### src/rtl/frame_pkg.sv
package frame_pkg;

    typedef enum logic [1:0] {
        OP_NONE = 2'b00,
        OP_LINK = 2'b01,
        OP_UNLK = 2'b10,
        OP_PUSH = 2'b11
    } fop_e;

    typedef enum logic [3:0] {
        ST_IDLE,
        ST_LK_DEC,
        ST_LK_WR,
        ST_LK_CPY,
        ST_LK_ADJ,
        ST_UL_LD,
        ST_UL_RD,
        ST_UL_INC,
        ST_PU_DEC,
        ST_PU_WR,
        ST_DONE
    } fst_e;

    // one-hot-ish register transfer strobes issued by the controller
    typedef struct packed {
        logic load;        // capture command operands
        logic load_push;   // the captured command is a push
        logic sp_dec;      // sp <- sp - step
        logic sp_inc;      // sp <- sp + step
        logic sp_disp;     // sp <- sp + displacement
        logic sp_from_ar;  // sp <- ar
        logic ar_from_sp;  // ar <- sp
        logic ar_from_rd;  // ar <- memory read data
    } fstep_t;

endpackage

### src/rtl/frame_ctrl.sv
module frame_ctrl
    import frame_pkg::*;
(
    input  logic   clk,
    input  logic   rst_n,
    input  logic   cmd_valid,
    input  logic [1:0] cmd_op,
    input  logic   mem_ack,
    output fst_e   state,
    output fstep_t step,
    output logic   busy,
    output logic   done
);

    fst_e state_q;
    fst_e state_d;
    fop_e op_w;

    assign op_w  = fop_e'(cmd_op);
    assign state = state_q;

    // state register
    always_ff @(posedge clk or negedge rst_n) begin
        if (!rst_n) begin
            state_q <= ST_IDLE;
        end else begin
            state_q <= state_d;
        end
    end

    // next state and outputs
    always_comb begin
        state_d = state_q;
        step    = '0;
        busy    = 1'b1;
        done    = 1'b0;
        unique case (state_q)
            ST_IDLE: begin
                busy = 1'b0;
                if (cmd_valid && op_w != OP_NONE) begin
                    step.load      = 1'b1;
                    step.load_push = (op_w == OP_PUSH);
                    unique case (op_w)
                        OP_LINK: state_d = ST_LK_DEC;
                        OP_UNLK: state_d = ST_UL_LD;
                        OP_PUSH: state_d = ST_PU_DEC;
                        default: state_d = ST_IDLE;
                    endcase
                end
            end
            ST_LK_DEC: begin
                step.sp_dec = 1'b1;
                state_d     = ST_LK_WR;
            end
            ST_LK_WR: begin
                if (mem_ack) state_d = ST_LK_CPY;
            end
            ST_LK_CPY: begin
                step.ar_from_sp = 1'b1;
                state_d         = ST_LK_ADJ;
            end
            ST_LK_ADJ: begin
                step.sp_disp = 1'b1;
                state_d      = ST_DONE;
            end
            ST_UL_LD: begin
                step.sp_from_ar = 1'b1;
                state_d         = ST_UL_RD;
            end
            ST_UL_RD: begin
                if (mem_ack) begin
                    step.ar_from_rd = 1'b1;
                    state_d         = ST_UL_INC;
                end
            end
            ST_UL_INC: begin
                step.sp_inc = 1'b1;
                state_d     = ST_DONE;
            end
            ST_PU_DEC: begin
                step.sp_dec = 1'b1;
                state_d     = ST_PU_WR;
            end
            ST_PU_WR: begin
                if (mem_ack) state_d = ST_DONE;
            end
            ST_DONE: begin
                done    = 1'b1;
                state_d = ST_IDLE;
            end
            default: state_d = ST_IDLE;
        endcase
    end

endmodule

### src/rtl/frame_regs.sv
module frame_regs
    import frame_pkg::*;
#(
    parameter int AW      = 32,
    parameter int SHORT_W = 16
) (
    input  logic          clk,
    input  logic          rst_n,
    input  fstep_t        step,
    input  logic [AW-1:0] sp_in,
    input  logic [AW-1:0] areg_in,
    input  logic          alias_in,
    input  logic [AW-1:0] disp_in,
    input  logic          disp_long_in,
    input  logic [AW-1:0] push_in,
    input  logic [AW-1:0] rd_data,
    output logic [AW-1:0] sp_q,
    output logic [AW-1:0] ar_q,
    output logic [AW-1:0] wdat_q,
    output logic          alias_q
);

    localparam int          STEP_BYTES = AW / 8;
    localparam logic [AW-1:0] STEP_V   = AW'(STEP_BYTES);

    logic [AW-1:0] disp_q;
    logic [AW-1:0] disp_ext;
    logic [AW-1:0] ar_src;
    logic [AW-1:0] sp_n, ar_n;
    logic          sp_w, ar_w;

    // displacement width variant chosen by parameter
    generate
        if (SHORT_W < AW) begin : g_sext
            assign disp_ext = disp_long_in ? disp_in
                            : {{(AW-SHORT_W){disp_in[SHORT_W-1]}}, disp_in[SHORT_W-1:0]};
        end else begin : g_full
            assign disp_ext = disp_in;
        end
    endgenerate

    assign ar_src = alias_in ? sp_in : areg_in;

    // register transfers with aliasing merge
    always_comb begin
        sp_n = sp_q;
        ar_n = ar_q;
        sp_w = 1'b0;
        ar_w = 1'b0;
        if (step.sp_dec)     begin sp_n = sp_q - STEP_V; sp_w = 1'b1; end
        if (step.sp_inc)     begin sp_n = sp_q + STEP_V; sp_w = 1'b1; end
        if (step.sp_disp)    begin sp_n = sp_q + disp_q; sp_w = 1'b1; end
        if (step.sp_from_ar) begin sp_n = ar_q;          sp_w = 1'b1; end
        if (step.ar_from_sp) begin ar_n = sp_q;          ar_w = 1'b1; end
        if (step.ar_from_rd) begin ar_n = rd_data;       ar_w = 1'b1; end
        if (alias_q) begin
            if (sp_w) ar_n = sp_n;
            if (ar_w) sp_n = ar_n;
        end
    end

    always_ff @(posedge clk or negedge rst_n) begin
        if (!rst_n) begin
            sp_q    <= '0;
            ar_q    <= '0;
            wdat_q  <= '0;
            disp_q  <= '0;
            alias_q <= 1'b0;
        end else if (step.load) begin
            sp_q    <= sp_in;
            ar_q    <= ar_src;
            wdat_q  <= step.load_push ? push_in : ar_src;
            disp_q  <= disp_ext;
            alias_q <= alias_in;
        end else begin
            sp_q <= sp_n;
            ar_q <= ar_n;
        end
    end

endmodule

### src/rtl/frame_memif.sv
module frame_memif
    import frame_pkg::*;
#(
    parameter int AW = 32
) (
    input  fst_e          state,
    input  logic [AW-1:0] sp_q,
    input  logic [AW-1:0] wdat_q,
    output logic          mem_req,
    output logic          mem_we,
    output logic [AW-1:0] mem_addr,
    output logic [AW-1:0] mem_wdata
);

    always_comb begin
        mem_req = 1'b0;
        mem_we  = 1'b0;
        unique case (state)
            ST_LK_WR, ST_PU_WR: begin
                mem_req = 1'b1;
                mem_we  = 1'b1;
            end
            ST_UL_RD: begin
                mem_req = 1'b1;
            end
            default: begin
                mem_req = 1'b0;
            end
        endcase
    end

    // every memory cycle is addressed by the working stack pointer
    assign mem_addr  = sp_q;
    assign mem_wdata = wdat_q;

endmodule

### src/rtl/frame_seq_top.sv
module frame_seq_top
    import frame_pkg::*;
#(
    parameter int AW      = 32,
    parameter int SHORT_W = 16
) (
    input  logic          clk,
    input  logic          rst_n,
    input  logic          cmd_valid,
    input  logic [1:0]    cmd_op,
    input  logic [AW-1:0] disp,
    input  logic          disp_long,
    input  logic [AW-1:0] push_addr,
    input  logic [AW-1:0] sp_in,
    input  logic [AW-1:0] areg_in,
    input  logic          areg_is_sp,
    output logic          busy,
    output logic          done,
    output logic [AW-1:0] sp_out,
    output logic [AW-1:0] areg_out,
    output logic          mem_req,
    output logic          mem_we,
    output logic [AW-1:0] mem_addr,
    output logic [AW-1:0] mem_wdata,
    input  logic [AW-1:0] mem_rdata,
    input  logic          mem_ack
);

    fst_e          state_w;
    fstep_t        step_w;
    logic [AW-1:0] wdat_w;
    logic          alias_w;

    frame_ctrl u_ctrl (
        .clk       (clk),
        .rst_n     (rst_n),
        .cmd_valid (cmd_valid),
        .cmd_op    (cmd_op),
        .mem_ack   (mem_ack),
        .state     (state_w),
        .step      (step_w),
        .busy      (busy),
        .done      (done)
    );

    frame_regs #(.AW(AW), .SHORT_W(SHORT_W)) u_regs (
        .clk          (clk),
        .rst_n        (rst_n),
        .step         (step_w),
        .sp_in        (sp_in),
        .areg_in      (areg_in),
        .alias_in     (areg_is_sp),
        .disp_in      (disp),
        .disp_long_in (disp_long),
        .push_in      (push_addr),
        .rd_data      (mem_rdata),
        .sp_q         (sp_out),
        .ar_q         (areg_out),
        .wdat_q       (wdat_w),
        .alias_q      (alias_w)
    );

    frame_memif #(.AW(AW)) u_mem (
        .state     (state_w),
        .sp_q      (sp_out),
        .wdat_q    (wdat_w),
        .mem_req   (mem_req),
        .mem_we    (mem_we),
        .mem_addr  (mem_addr),
        .mem_wdata (mem_wdata)
    );

endmodule

### config.mk
export PLATFORM = sky130hd
export DESIGN_NAME = frame_seq_top
export DESIGN_NICKNAME = d
export VERILOG_FILES = /design/src/rtl/frame_pkg.sv /design/src/rtl/frame_ctrl.sv /design/src/rtl/frame_regs.sv /design/src/rtl/frame_memif.sv /design/src/rtl/frame_seq_top.sv
export SDC_FILE = /design/constraint.sdc
export NUM_CORES = 1
export LEC_CHECK = 0
export BUFFER_PORTS_ARGS = -buffer_cell sky130_fd_sc_hd__buf_4
export CAP_MARGIN = 20
export CELL_PAD_IN_SITES_DETAIL_PLACEMENT = 1
export CELL_PAD_IN_SITES_GLOBAL_PLACEMENT = 2
export CORE_ASPECT_RATIO = 1.2
export CORE_MARGIN = 8
export CORE_UTILIZATION = 30
export CTS_CLUSTER_SIZE = 30
export DETAILED_ROUTE_END_ITERATION = 7
export PLACE_DENSITY = 0.9
export SLEW_MARGIN = 20
export SYNTH_ARGS = -nofsm -noshare
export SYNTH_HDL_FRONTEND = slang
export SYNTH_SLANG_ARGS = --single-unit
### constraint.sdc
create_clock -name clk -period 4 [get_ports clk]
set_input_delay 0.2 -clock clk [delete_from_list [all_inputs] [get_ports clk]]
set_output_delay 0.2 -clock clk [all_outputs]
set_load 0.1 [all_outputs]
* Word-level counts from Yosys, hierarchy flattened
Index checks and enable logic that the tools add are counted.
** Word-level totals
- Bits in registers :: 133
- Input bits :: 168
- Output and inout bits :: 132
- Word-level logic and storage cells :: 74
** Cells by class
- $add $sub $neg :: 3
- Equal/unequal tests :: 17
- Muxes and demuxes :: 40
- Reductions and logical operators :: 8
** Operators with widths (number)
- $mux W32 :: 15
- $pmux W4 S9 :: 1
- $add A32 B3 Y32 const B :: 1
- $add A32 B32 Y32 :: 1
- $sub A32 B3 Y32 const B :: 1
- $mux W1 :: 17
- $eq A4 B3 Y1 const B :: 4
- $mux W4 :: 4
- $eq A4 B4 Y1 const B :: 3
- $pmux W4 S3 :: 1
- $eq A4 B2 Y1 const B :: 2
- $ne A2 B2 Y1 const B :: 3
- $reduce_or A2 Y1 :: 3
- $eq A2 B2 Y1 const B :: 2
- $eq A4 B1 Y1 const B :: 1
- $logic_not A4 Y1 :: 1
- $mux W2 :: 2
- $reduce_and A4 Y1 :: 1
- $reduce_or A3 Y1 :: 1
- $eq A2 B1 Y1 const B :: 1
- $ne A2 B1 Y1 const B :: 1
- $reduce_bool A2 Y1 :: 1
- $logic_and A1 B1 Y1 :: 1

* Longest topological paths before layout
Gate-level depths: netlist of the first run.
- Word-level depth :: 11
- Depth in mapped cells :: 12
- Gate-level depth less buffers :: 11

* By module
A second synthesis of the first run with hierarchy kept.
** Second synthesis, totals
- Cells, all modules :: 1390
- Area total of the unflattened synthesis :: 11369.7 um2
** Modules (own cells, without submodules)
- frame_regs :: instances 1, cells each 1268, area each 10403.7 um2, sequential area each 3228.1 um2
- frame_memif :: instances 1, cells each 68, area each 510.5 um2, sequential area each 0.0 um2
- frame_ctrl :: instances 1, cells each 54, area each 455.4 um2, sequential area each 100.1 um2

* Worst setup path before layout of the first run
Ideal clock, no wire load.
- Path type :: register to register
- From :: reg u_regs.sp_q[0]
- To :: reg u_regs.sp_q[28]
- Setup time :: 0.126 ns
- Arrival time :: 3.517 ns
- Data required time :: 3.874 ns
- Slack :: 0.357 ns
- Cell stages (with the launch flop) :: 11
- Buffers on the path :: 0
- Clock period less this slack :: 3.643 ns
- Cells stage by stage :: dfrtp_1 ha_1 fa_1 a211oi_1 o211ai_1 a221oi_2 a2111oi_0 o31ai_1 nand3_1 nor3b_1 o32a_1
** Between the ends
- Longest elaborated chain between the ends :: 9
- Elaborated cells on any way between the ends :: 11
- Classes of those cells :: add/sub: 3; mux: 8
** RTL lines
- start: declaration :: line frame_regs.sv:17 : output logic [AW-1:0] sp_q,
- start signal: assignment :: line frame_regs.sv:70 : sp_q <= sp_in;
- start signal: assignment :: line frame_regs.sv:76 : sp_q <= sp_n;
- $sub A32 B3 Y32 :: line frame_regs.sv:50 : if (step.sp_dec) begin sp_n = sp_q - STEP_V; sp_w = 1'b1; end
- $mux W32 :: line frame_regs.sv:50
- $mux W32 :: line frame_regs.sv:51 : if (step.sp_inc) begin sp_n = sp_q + STEP_V; sp_w = 1'b1; end
- $mux W32 * :: line frame_regs.sv:52 : if (step.sp_disp) begin sp_n = sp_q + disp_q; sp_w = 1'b1; end
- $mux W32 * :: line frame_regs.sv:53 : if (step.sp_from_ar) begin sp_n = ar_q; sp_w = 1'b1; end
- $mux W32 :: line frame_regs.sv:57 : if (sp_w) ar_n = sp_n;
- $mux W32 :: line frame_regs.sv:58 : if (ar_w) sp_n = ar_n;
- $mux W32 * :: line frame_regs.sv:56 : if (alias_q) begin
- $mux W32 * :: line frame_regs.sv:69 : end else if (step.load) begin
Mark *: on every way between the ends. The rest lies on a longest branch, timed or not.
A chain may end at the register's enable or synchronous reset.

* Worst setup path in the final report of the first run
- From :: reg u_regs.sp_q[0]
- To :: reg u_regs.ar_q[28]
** Between the ends
- Longest elaborated chain between the ends :: 8
- Elaborated cells on any way between the ends :: 10
- Classes of those cells :: add/sub: 3; mux: 7
** RTL lines
- $sub A32 B3 Y32 :: line frame_regs.sv:50
- $mux W32 :: line frame_regs.sv:50
- $mux W32 :: line frame_regs.sv:51
- $mux W32 * :: line frame_regs.sv:52
- $mux W32 * :: line frame_regs.sv:53
- $mux W32 * :: line frame_regs.sv:57
- $mux W32 * :: line frame_regs.sv:56
- $mux W32 * :: line frame_regs.sv:69
- end signal: assignment :: line frame_regs.sv:71 : ar_q <= ar_src;
- end signal: assignment :: line frame_regs.sv:77 : ar_q <= ar_n;
- end: declaration :: line frame_regs.sv:18 : output logic [AW-1:0] ar_q,
Marked as above.

==> qor.csv, run 1 <==
metric;value;unit
routed via count;11975;
Detail Placement HPWL;38.60;mm
DRT iter0 DRCs;847;
Chip Height;223.0;um
ANT nets after route;0;
number of max-cap violations;0;
setup TNS;0;ns
CTS tree;yes;
Fin. Hold Viols;0;
Worst-Skew Late Latency;0.44;ns
RSZ-0062 raised after global routing;no;
Syn Area/Cell;7.549;um^2
final slew viol count;0;
GRT met3 Usage;0.06654;
# rows;76;
CP startpoint kind;register;
critical path, cell by cell;ha_1 > fa_1 > a211oi_1 > o211ai_1 > a221oi_2 > a2111oi_0 > buf_4 > o31ai_1 > a21oi_1 > nor3b_1 > nor3b_1 > a211oi_1;
Arr. time, crit path;4.11;ns
largest net degree at the start of global routing;135;
clock sinks;133;
endpoint type of the worst setup path;register;
first-pass GRT wire length;77.77;mm
Hold Path Class;in2reg;
initial antenna violation count;1;
met1 Track Usage GR;0.2971;
Main synth FF type;dfrtp_1;
IO buf count;299;
core area;35560;um^2
share of post-route cells with drive strength above 1;0.2407;
Slew HR;0.3044;
Setup Skew;0.01144;ns
period utilisation layout;0.9428;
Avg WL per Cell;23.50;um
die area;42030;um^2
Critical Path RT;4.34;ns
router iterations before antenna repair;5;
total global routing overflow;0;
CP peak stage delay;0.51;ns
# setup viols final;0;
Syn Nets;1625;
Slew @ Worst Pin;1.040;ns
clock root buffer master;clkbuf_16;
I/O pin total;300;
Layout area overhead;31.87;%
Total Routing Usage GR;0.2361;
Syn Std Cell Area;10710;um^2
post-synthesis sequential area ratio;0.3107;
post-synth cell types;73;
clock transition at the registers of the reported paths;0.07;ns
Synth Warn #;0;
DRC;0;
final wirelength;50.35;mm
CP max-delay cell;a211oi_1;
Post-Syn Instances;1419;
min cycle time layout;3.771;ns
Starting Density;0.3012;
Setup Crit Path Kind;reg2reg;
busiest grt layer;met2;
Post-synth EDFFs;0;
Peak Freq;265.2;MHz
maximum buffer depth of the clock tree;2;
met2 Use GR;0.3726;
vias in the first global route;12816;
status;complete, no violations;
peak fanout along the critical path;5;
vias per cell;5.588;
H-Tree Depth;4;
Final Wtd Congestion;0.8879;
flop and latch count out of synthesis;133;
final net count;1867;
Async SR Flop Fraction;1.000;
Die X;188.5;um
CTS Buf Count;17;
Post-CTS Setup Inserts;0;
path summary, 6_finish.rpt:
path	startpoint	to	slack, ns	cells after the start
worst min register to register	u_regs.disp_q[4]$_DFFE_PN0P_	u_regs.disp_q[4]$_DFFE_PN0P_	0.48	2
worst min-delay path	sp_in[18]	u_regs.sp_q[18]$_DFF_PN0_	0.02	3
worst max register to register	u_regs.sp_q[0]$_DFF_PN0_	u_regs.ar_q[28]$_DFF_PN0_	0.23	12
max in group asynchronous	rst_n	u_regs.wdat_q[10]$_DFFE_PN0P_	2.67	3
min in group asynchronous	rst_n	u_regs.disp_q[25]$_DFFE_PN0P_	0.38	2
worst max-delay path	u_regs.sp_q[0]$_DFF_PN0_	u_regs.ar_q[28]$_DFF_PN0_	0.23	12
timing repair:
item                                   in CTS  in global routing
hold buffers                               21                  0
gates resized for setup                     0                  0
endpoints found under the hold margin      97                  0
placed cells by master, fill, tap and decap left out, types with 13 or more instances in the layout:
cell type	netlist	final
buf_4	32	340
nand2_1	209	209
nor2_1	181	180
a21oi_1	155	155
dfrtp_1	133	133
o21ai_0	103	102
mux2i_1	65	65
ha_1	37	36
nand3_1	32	31
xor2_1	29	29
a31oi_1	27	27
nor3_1	26	23
xnor2_1	23	23
a211oi_1	22	22
dlygate4sd3_1	0	21
o21ai_1	18	17
clkbuf_16	0	17
nand4_1	15	15
a21o_1	14	14
inv_1	13	13
synth_stat cells (10+ instances only):
master,n,share of area
xor2_1,29,0.024
nand4_1,15,0.0088
xnor2_1,23,0.019
ha_1,37,0.043
a21oi_1,155,0.072
a211oi_1,22,0.015
dfrtp_1,133,0.31
mux2i_1,65,0.061
clkbuf_1,97,0.034
a31oi_1,27,0.016
inv_1,13,0.0046
nor2_1,181,0.063
o211ai_1,10,0.0070
a21o_1,14,0.0098
nor3_1,26,0.012
nand2_1,209,0.073
o21ai_0,103,0.048
o21ai_1,18,0.0084
o22ai_1,12,0.0070
nand3_1,32,0.015
buf_4,32,0.022
metal layers:
| layer | part of all wire | vias to the layer above |
|---|---|---|
| met5 | 0 | - |
| met4 | 0.041 | 0 |
| met3 | 0.076 | 94 |
| met2 | 0.46 | 441 |
| met1 | 0.43 | 5889 |
| li1 | - | 5551 |
flip-flops by register name, indices dropped and copies added, names as in the netlist:
name and flops:
u_regs.disp_q 32, u_regs.ar_q 32, u_regs.wdat_q 32, u_regs.sp_q 32
u_ctrl.state 4, u_regs.alias_q 1
worst max-delay path: cells and delay by family, from the launching register on:
family	cells	cell delay, ns
DFF	1	0.42
AOI/OAI and AO/OA	7	2.01
adders and majority gates	2	0.68
and+or+nand+nor	2	0.39
buffers and inverters	1	0.18
logic make-up after synthesis:
logic type	share of synthesized area
fa+ha+maj	0.04509
buf+inv	0.06670
simple gates	0.2138
flops	0.3107
xor+xnor	0.04252
mux	0.06705
compound gates	0.2542
through the flow:
step | std cells | cell area (um^2) | utilization | setup WS, ns | hold slack, ns
2_1_floorplan | 1419 | 10710 | - | 0.3569 | -0.09559
3_3_place_gp | 2089 | 13300 | 0.3739 | 0.4065 | 0.3017
3_5_place_dp | 2089 | 13300 | 0.3739 | 0.3689 | 0.3116
4_1_cts | 2142 | 14120 | 0.3970 | 0.2810 | 0.0001096
5_1_grt | 2143 | 14120 | 0.3972 | 0.01221 | 0.01855
6_report | 2143 | 14120 | 0.3972 | 0.2290 | 0.01662
layout make-up:
class	instances	area, um^2
Tap cell	468	585.6
Clock inverter	14	173.9
Antenna cell	1	2.502
Timing Repair Buffer	365	2834
Clock buffer	18	439.2
Sequential cell	133	3328
Multi-Input combinational cell	1131	6713
Fill cell	4412	21440
Inverter	13	48.80
Power of run 1 is not shown: default switching activity piles up to over one toggle a cycle in this logic, so the estimate is an artifact.
==> run 2: changes to the inputs <==
--- a/config.mk
+++ b/config.mk
@@ -9,9 +9,10 @@
 export CAP_MARGIN = 20
 export CELL_PAD_IN_SITES_DETAIL_PLACEMENT = 1
 export CELL_PAD_IN_SITES_GLOBAL_PLACEMENT = 2
-export CORE_ASPECT_RATIO = 1.2
+export CORE_ASPECT_RATIO = 1.5
 export CORE_MARGIN = 8
 export CORE_UTILIZATION = 30
+export CTS_BUF_LIST = sky130_fd_sc_hd__clkbuf_8
 export CTS_CLUSTER_SIZE = 30
 export DETAILED_ROUTE_END_ITERATION = 7
 export PLACE_DENSITY = 0.9
==> run 2 against run 1 <==
  * First-iteration DRC count down 14%
  * Critical path depth stayed put
  * Utilization rose by 1.6 points
  * Flip-flop and latch count stayed put
  * Final area rose by 3.8%
  * Wire length rose by 0.52%
  * Fmax up 2.5%
  * Clock skew rose by 0.0038 ns
  * Sequential share of layout area shrank 0.86 points
  * Via count up 2.0%
  * Die area rose by 0.24%
  * Critical path type unchanged
  * Largest cell class unchanged
==> qor.csv, run 2 (synthesis results as in run 1) <==
metric;value;unit;change
Slew @ Worst Pin;0.9469;ns;was 1.040 ns
CP startpoint kind;register;;unchanged
Die X;170.3;um;was 188.5 um
I/O pin total;300;;unchanged
Fin. Hold Viols;0;;unchanged
worst reg-to-reg setup slack;0.32;ns;was 0.23 ns
Peak Freq;271.9;MHz;was 265.2 MHz
endpoint type of the worst setup path;register;;unchanged
Register-to-Register Path Depth;12;;unchanged
Hold Crit Start;push_addr[31];;was sp_in[18]
die area;42130;um^2;was 42030 um^2
core area;35520;um^2;was 35560 um^2
# rows;85;;was 76
Reg2Reg Launch Point;u_regs.sp_q[0]$_DFF_PN0_;;unchanged
CTS Buf Count;17;;unchanged
Total Routing Usage GR;0.2359;;was 0.2361
largest net degree at the start of global routing;133;;was 135
period utilisation layout;0.9194;;was 0.9428
Chip Height;247.4;um;was 223.0 um
number of max-cap violations;0;;unchanged
routed via count;12218;;was 11975
Slew HR;0.3687;;was 0.3044
initial antenna violation count;1;;unchanged
clock root buffer master;clkbuf_8;;was clkbuf_16
Hold Path Class;in2reg;;unchanged
router iterations before antenna repair;5;;unchanged
hold path depth;3;;unchanged
clock transition at the registers of the reported paths;0.08;ns;was 0.07 ns
share of post-route cells with drive strength above 1;0.2332;;was 0.2407
ANT nets after route;0;;unchanged
setup TNS;0;ns;unchanged
Hold Path Sink;u_regs.wdat_q[31]$_DFFE_PN0P_;;was u_regs.sp_q[18]$_DFF_PN0_
vias per cell;5.494;;was 5.588
critical path, cell by cell;ha_1 > fa_1 > a211oi_2 > o211ai_1 > a221oi_4 > a2111oi_0 > buf_4 > o31ai_2 > a21oi_1 > nor3b_1 > nor3b_1 > a211oi_1;;was ha_1 > fa_1 > a211oi_1 > o211ai_1 > a221oi_2 > a2111oi_0 > buf_4 > o31ai_1 > a21oi_1 > nor3b_1 > nor3b_1 > a211oi_1
RSZ-0062 raised after global routing;no;;unchanged
critical path's most frequent cell;nor3b_1;;
Arr. time, crit path;4.07;ns;was 4.11 ns
Top delay family on crit path;compound AO/OA/AOI/OAI gates;;unchanged
first-pass GRT wire length;76.76;mm;was 77.77 mm
min cycle time layout;3.678;ns;was 3.771 ns
commonest non-fill, non-tap cell in the layout;buf_4;;unchanged
worst hold slack;0.01387;ns;was 0.01662 ns
maximum buffer depth of the clock tree;2;;unchanged
Worst-Skew Late Latency;0.50;ns;was 0.44 ns
Starting Density;0.3015;;was 0.3012
CP peak stage delay;0.47;ns;was 0.51 ns
Setup Crit Path Kind;reg2reg;;unchanged
vias in the first global route;13221;;was 12816
CP max-delay cell;fa_1;;was a211oi_1
IO buf count;299;;unchanged
H-Tree Depth;4;;unchanged
# fillers;4340;;was 4412
final net count;1939;;was 1867
Post-CTS Setup Inserts;0;;unchanged
Critical Path RT;4.40;ns;was 4.34 ns
Layout area overhead;36.88;%;was 31.87%
setup ws final;0.3225;ns;was 0.2290 ns
# setup viols final;0;;unchanged
commonest cells after routing, fill and taps aside;344 x buf_4, 209 x nand2_1, 180 x nor2_1;;was 340 x buf_4, 209 x nand2_1, 180 x nor2_1
r2r endpoint;u_regs.ar_q[28]$_DFF_PN0_;;unchanged
CTS tree;yes;;unchanged
clock sinks;133;;unchanged
Avg WL per Cell;22.76;um;was 23.50 um
DRC;0;;unchanged
Detail Placement HPWL;38.06;mm;was 38.60 mm
peak fanout along the critical path;6;;was 5
final slew viol count;0;;unchanged
status;complete, no violations;;unchanged
total global routing overflow;0;;unchanged
Setup Skew;0.01524;ns;was 0.01144 ns
Final Wtd Congestion;0.8863;;was 0.8879
final wirelength;50.61;mm;was 50.35 mm
DRT iter0 DRCs;726;;was 847
WP buf/inv;1;;unchanged
pre-CTS WS;0.07262;ns;was 0.3689 ns
## run 2: changes by cell type in the layout (fill, tap and decap cells not counted), sizes merged
cell | before | now
dlygate4sd3 | 21 | 88
buf | 344 | 349
clkbuf | 18 | 21
clkinv | 7 | 4
bufinv | 3 | 2
clkinvlp | 1 | 2
inv | 16 | 15
## run 2: worst max path at each step
stage                                   startpoint                         to  slack [ns]  cells after the start
after CTS                 u_regs.sp_q[0]$_DFF_PN0_  u_regs.ar_q[28]$_DFF_PN0_        0.04                     12
after floorplan           u_regs.sp_q[0]$_DFF_PN0_  u_regs.sp_q[28]$_DFF_PN0_        0.36                     10
final                     u_regs.sp_q[0]$_DFF_PN0_  u_regs.ar_q[28]$_DFF_PN0_        0.32                     12
after detailed placement  u_regs.sp_q[0]$_DFF_PN0_  u_regs.ar_q[28]$_DFF_PN0_        0.07                     12
after global routing      u_regs.sp_q[0]$_DFF_PN0_  u_regs.ar_q[28]$_DFF_PN0_        0.09                     12
after global placement    u_regs.sp_q[0]$_DFF_PN0_  u_regs.ar_q[28]$_DFF_PN0_        0.16                     12
## run 2: repair_timing
action,in CTS,in global routing
hold endpoints to repair,170,0
hold buffers,88,0
endpoints found under the setup margin,0,4
gates resized for setup,0,3
## run 2: area by class of cell
type	count	area, um^2	share of cell area
Clock inverter	10	106.4	0.007254
Clock buffer	21	289.0	0.01971
Inverter	13	48.80	0.003328
Timing Repair Buffer	437	3555	0.2424
Sequential cell	133	3328	0.2270
Antenna cell	1	2.502	0.0001707
Tap cell	478	598.1	0.04079
Multi-Input combinational cell	1131	6734	0.4593
## run 2: per-stage QoR
stage               std cells    util  area (um^2)
finish                   2224  0.4128        14660
global route             2224  0.4128        14660
CTS                      2223  0.4120        14640
detailed placement       2104  0.3761        13360
global placement         2104  0.3761        13360
floorplan                1419       -        10710
## run 2: metal layers
metal	vias up	global-route usage	share of wire
met5	-	0	0
met4	0	0.1154	0.044
met3	114	0.05078	0.061
met2	419	0.3986	0.49
met1	6007	0.2790	0.41
li1	5678	-	-
## run 2: worst register-to-register path: stages (launching register included)
cell       delay (ns)
dfrtp_1          0.44
ha_1             0.26
fa_1             0.47
a211oi_2         0.33
o211ai_1         0.27
a221oi_4         0.47
a2111oi_0        0.23
buf_4            0.18
o31ai_2          0.25
a21oi_1          0.10
nor3b_1          0.28
nor3b_1          0.09
a211oi_1         0.21
Power of run 2 is left out for the same reason.
==> run 3: changes to the inputs <==
--- a/config.mk
+++ b/config.mk
@@ -12,7 +12,6 @@
 export CORE_ASPECT_RATIO = 1.5
 export CORE_MARGIN = 8
 export CORE_UTILIZATION = 30
-export CTS_BUF_LIST = sky130_fd_sc_hd__clkbuf_8
 export CTS_CLUSTER_SIZE = 30
 export DETAILED_ROUTE_END_ITERATION = 7
 export PLACE_DENSITY = 0.9
==> constraint.sdc (replaced) <==
create_clock -name clk -period 3.8 [get_ports clk]
set_input_delay 0.19 -clock clk [delete_from_list [all_inputs] [get_ports clk]]
set_output_delay 0.19 -clock clk [all_outputs]
set_load 0.1 [all_outputs]
==> run 3 against run 2 <==
  * Register-to-register slack got worse by 0.10 ns
  * Global-route usage barely moved
  * Flip-flop and latch count is the same
  * First-iteration DRC count is 6.3% lower
  * Wire length down 1.1%
==> qor.csv, run 3 (synthesis results as in run 1) <==
metric;value;unit;change
clock sinks;133;;unchanged
Detail Placement HPWL;38.87;mm;was 38.06 mm
Peak Freq;279.6;MHz;was 271.9 MHz
min cycle time layout;3.577;ns;was 3.678 ns
CP startpoint;u_regs.sp_q[0]$_DFF_PN0_;;unchanged
CP endpoint;u_regs.ar_q[28]$_DFF_PN0_;;unchanged
Setup Skew;0.01273;ns;was 0.01524 ns
vias per cell;5.504;;was 5.494
Critical Path RT;4.15;ns;was 4.40 ns
initial antenna violation count;1;;unchanged
# fillers;4448;;was 4340
Die X;170.3;um;unchanged
setup ws final;0.2228;ns;was 0.3225 ns
core area;35520;um^2;unchanged
I/O pin total;300;;unchanged
Arr. time, crit path;3.92;ns;was 4.07 ns
share of post-route cells with drive strength above 1;0.2451;;was 0.2332
RSZ-0062 raised after global routing;no;;unchanged
Setup Crit Path Kind;reg2reg;;unchanged
Total Routing Usage GR;0.2356;;was 0.2359
# rows;85;;unchanged
final net count;1888;;was 1939
vias in the first global route;12910;;was 13221
CP startpoint kind;register;;unchanged
Slew @ Worst Pin;1.070;ns;was 0.9469 ns
status;complete, no violations;;unchanged
DRT iter0 DRCs;680;;was 726
largest net degree at the start of global routing;142;;was 133
Final Wtd Congestion;0.8734;;was 0.8863
Post-CTS Setup Inserts;0;;unchanged
Final Instance Area;14240;um^2;was 14660 um^2
Register-to-Register Path Depth;12;;unchanged
period utilisation layout;0.9414;;was 0.9194
CTS Buf Count;17;;unchanged
clock root buffer master;clkbuf_16;;was clkbuf_8
ANT cells;0;;was 1
routed via count;11949;;was 12218
DRC;0;;unchanged
Starting Density;0.3015;;unchanged
final wirelength;50.08;mm;was 50.61 mm
worst hold slack;0.02212;ns;was 0.01387 ns
Hold Path Class;in2reg;;unchanged
maximum buffer depth of the clock tree;2;;unchanged
peak fanout along the critical path;5;;was 6
pre-CTS WS;-0.05468;ns;was 0.07262 ns
Chip Height;247.4;um;unchanged
CTS tree;yes;;unchanged
# setup viols final;0;;unchanged
critical path, cell by cell;ha_1 > fa_1 > a211oi_4 > o211ai_1 > a221oi_4 > a2111oi_0 > buf_4 > o31ai_1 > a21oi_1 > nor3b_2 > nor3b_1 > a211oi_1;;was ha_1 > fa_1 > a211oi_2 > o211ai_1 > a221oi_4 > a2111oi_0 > buf_4 > o31ai_2 > a21oi_1 > nor3b_1 > nor3b_1 > a211oi_1
ANT nets after route;0;;unchanged
r2r endpoint;u_regs.ar_q[28]$_DFF_PN0_;;unchanged
final slew viol count;0;;unchanged
CP max-delay cell;fa_1;;unchanged
CP peak stage delay;0.49;ns;was 0.47 ns
Reg2Reg Launch Point;u_regs.sp_q[0]$_DFF_PN0_;;unchanged
number of max-cap violations;0;;unchanged
router iterations before antenna repair;7;;was 5
endpoint type of the worst setup path;register;;unchanged
IO buf count;299;;unchanged
hold path depth;2;;was 3
Slew HR;0.2841;;was 0.3687
Worst-Skew Late Latency;0.44;ns;was 0.50 ns
die area;42130;um^2;unchanged
commonest cells after routing, fill and taps aside;355 x buf_4, 209 x nand2_1, 180 x nor2_1;;was 344 x buf_4, 209 x nand2_1, 180 x nor2_1
Avg WL per Cell;23.07;um;was 22.76 um
Placed Area;13380;um^2;was 13360 um^2
total global routing overflow;0;;unchanged
commonest non-fill, non-tap cell in the layout;buf_4;;unchanged
first-pass GRT wire length;76.27;mm;was 76.76 mm
Fin. Hold Viols;0;;unchanged
Layout area overhead;32.94;%;was 36.88%
worst reg-to-reg setup slack;0.22;ns;was 0.32 ns
clock transition at the registers of the reported paths;0.06;ns;was 0.08 ns
H-Tree Depth;4;;unchanged
-- run 3: worst max-delay path, delay by kind of cell (launching register included) --
kind	cells	cell delay, ns
DFF	1	0.42
adders and majority gates	2	0.74
and+or+nand+nor	2	0.32
AOI/OAI and AO/OA	7	1.83
buffers and inverters	1	0.18
-- run 3: layer usage --
layer  global-route usage  wire length [um]  vias up
li1                     -                 -     5576
met1               0.2869             20560     5870
met2               0.3862             23960      395
met3              0.05269              3211      106
met4               0.1162              2335        2
met5                    0                13        -
-- run 3: worst min-delay path by stage --
stage	start	to	slack (ns)
floorplan	rst_n	u_ctrl.state[0]$_DFFE_PN0P_	-0.11
global placement	rst_n	u_regs.wdat_q[3]$_DFFE_PN0P_	0.25
detailed placement	rst_n	u_regs.wdat_q[3]$_DFFE_PN0P_	0.26
CTS	sp_in[23]	u_regs.sp_q[23]$_DFF_PN0_	0.004
global route	sp_in[16]	u_regs.sp_q[16]$_DFF_PN0_	0.01
finish	sp_in[23]	u_regs.sp_q[23]$_DFF_PN0_	0.02
-- run 3: area by class of cell --
cell class,count,area (um^2),area share
flip-flops and latches,133,3328,0.2337
inverters,13,48.80,0.003427
clock inverters,8,52.55,0.003690
repair buffers,386,2987,0.2097
multi-input cells,1131,6741,0.4734
clock buffers,22,484.2,0.03400
well taps,478,598.1,0.04200
-- run 3: per-stage QoR --
step / setup TNS, ns / cells / util
3_3_place_gp: 0 / 2112 / 0.3767
6_report: 0 / 2171 / 0.4009
2_1_floorplan: 0 / 1419 / -
5_1_grt: 0 / 2171 / 0.4009
4_1_cts: 0 / 2171 / 0.4003
3_5_place_dp: -0.05468 / 2112 / 0.3767
-- run 3: what timing repair did --
item	in CTS	in global routing
pin swaps	0	2
resized for setup	1	3
endpoints found under the setup margin	2	6
hold endpoints to repair	99	0
hold buffers	29	0
Power of run 3 is left out for the same reason.
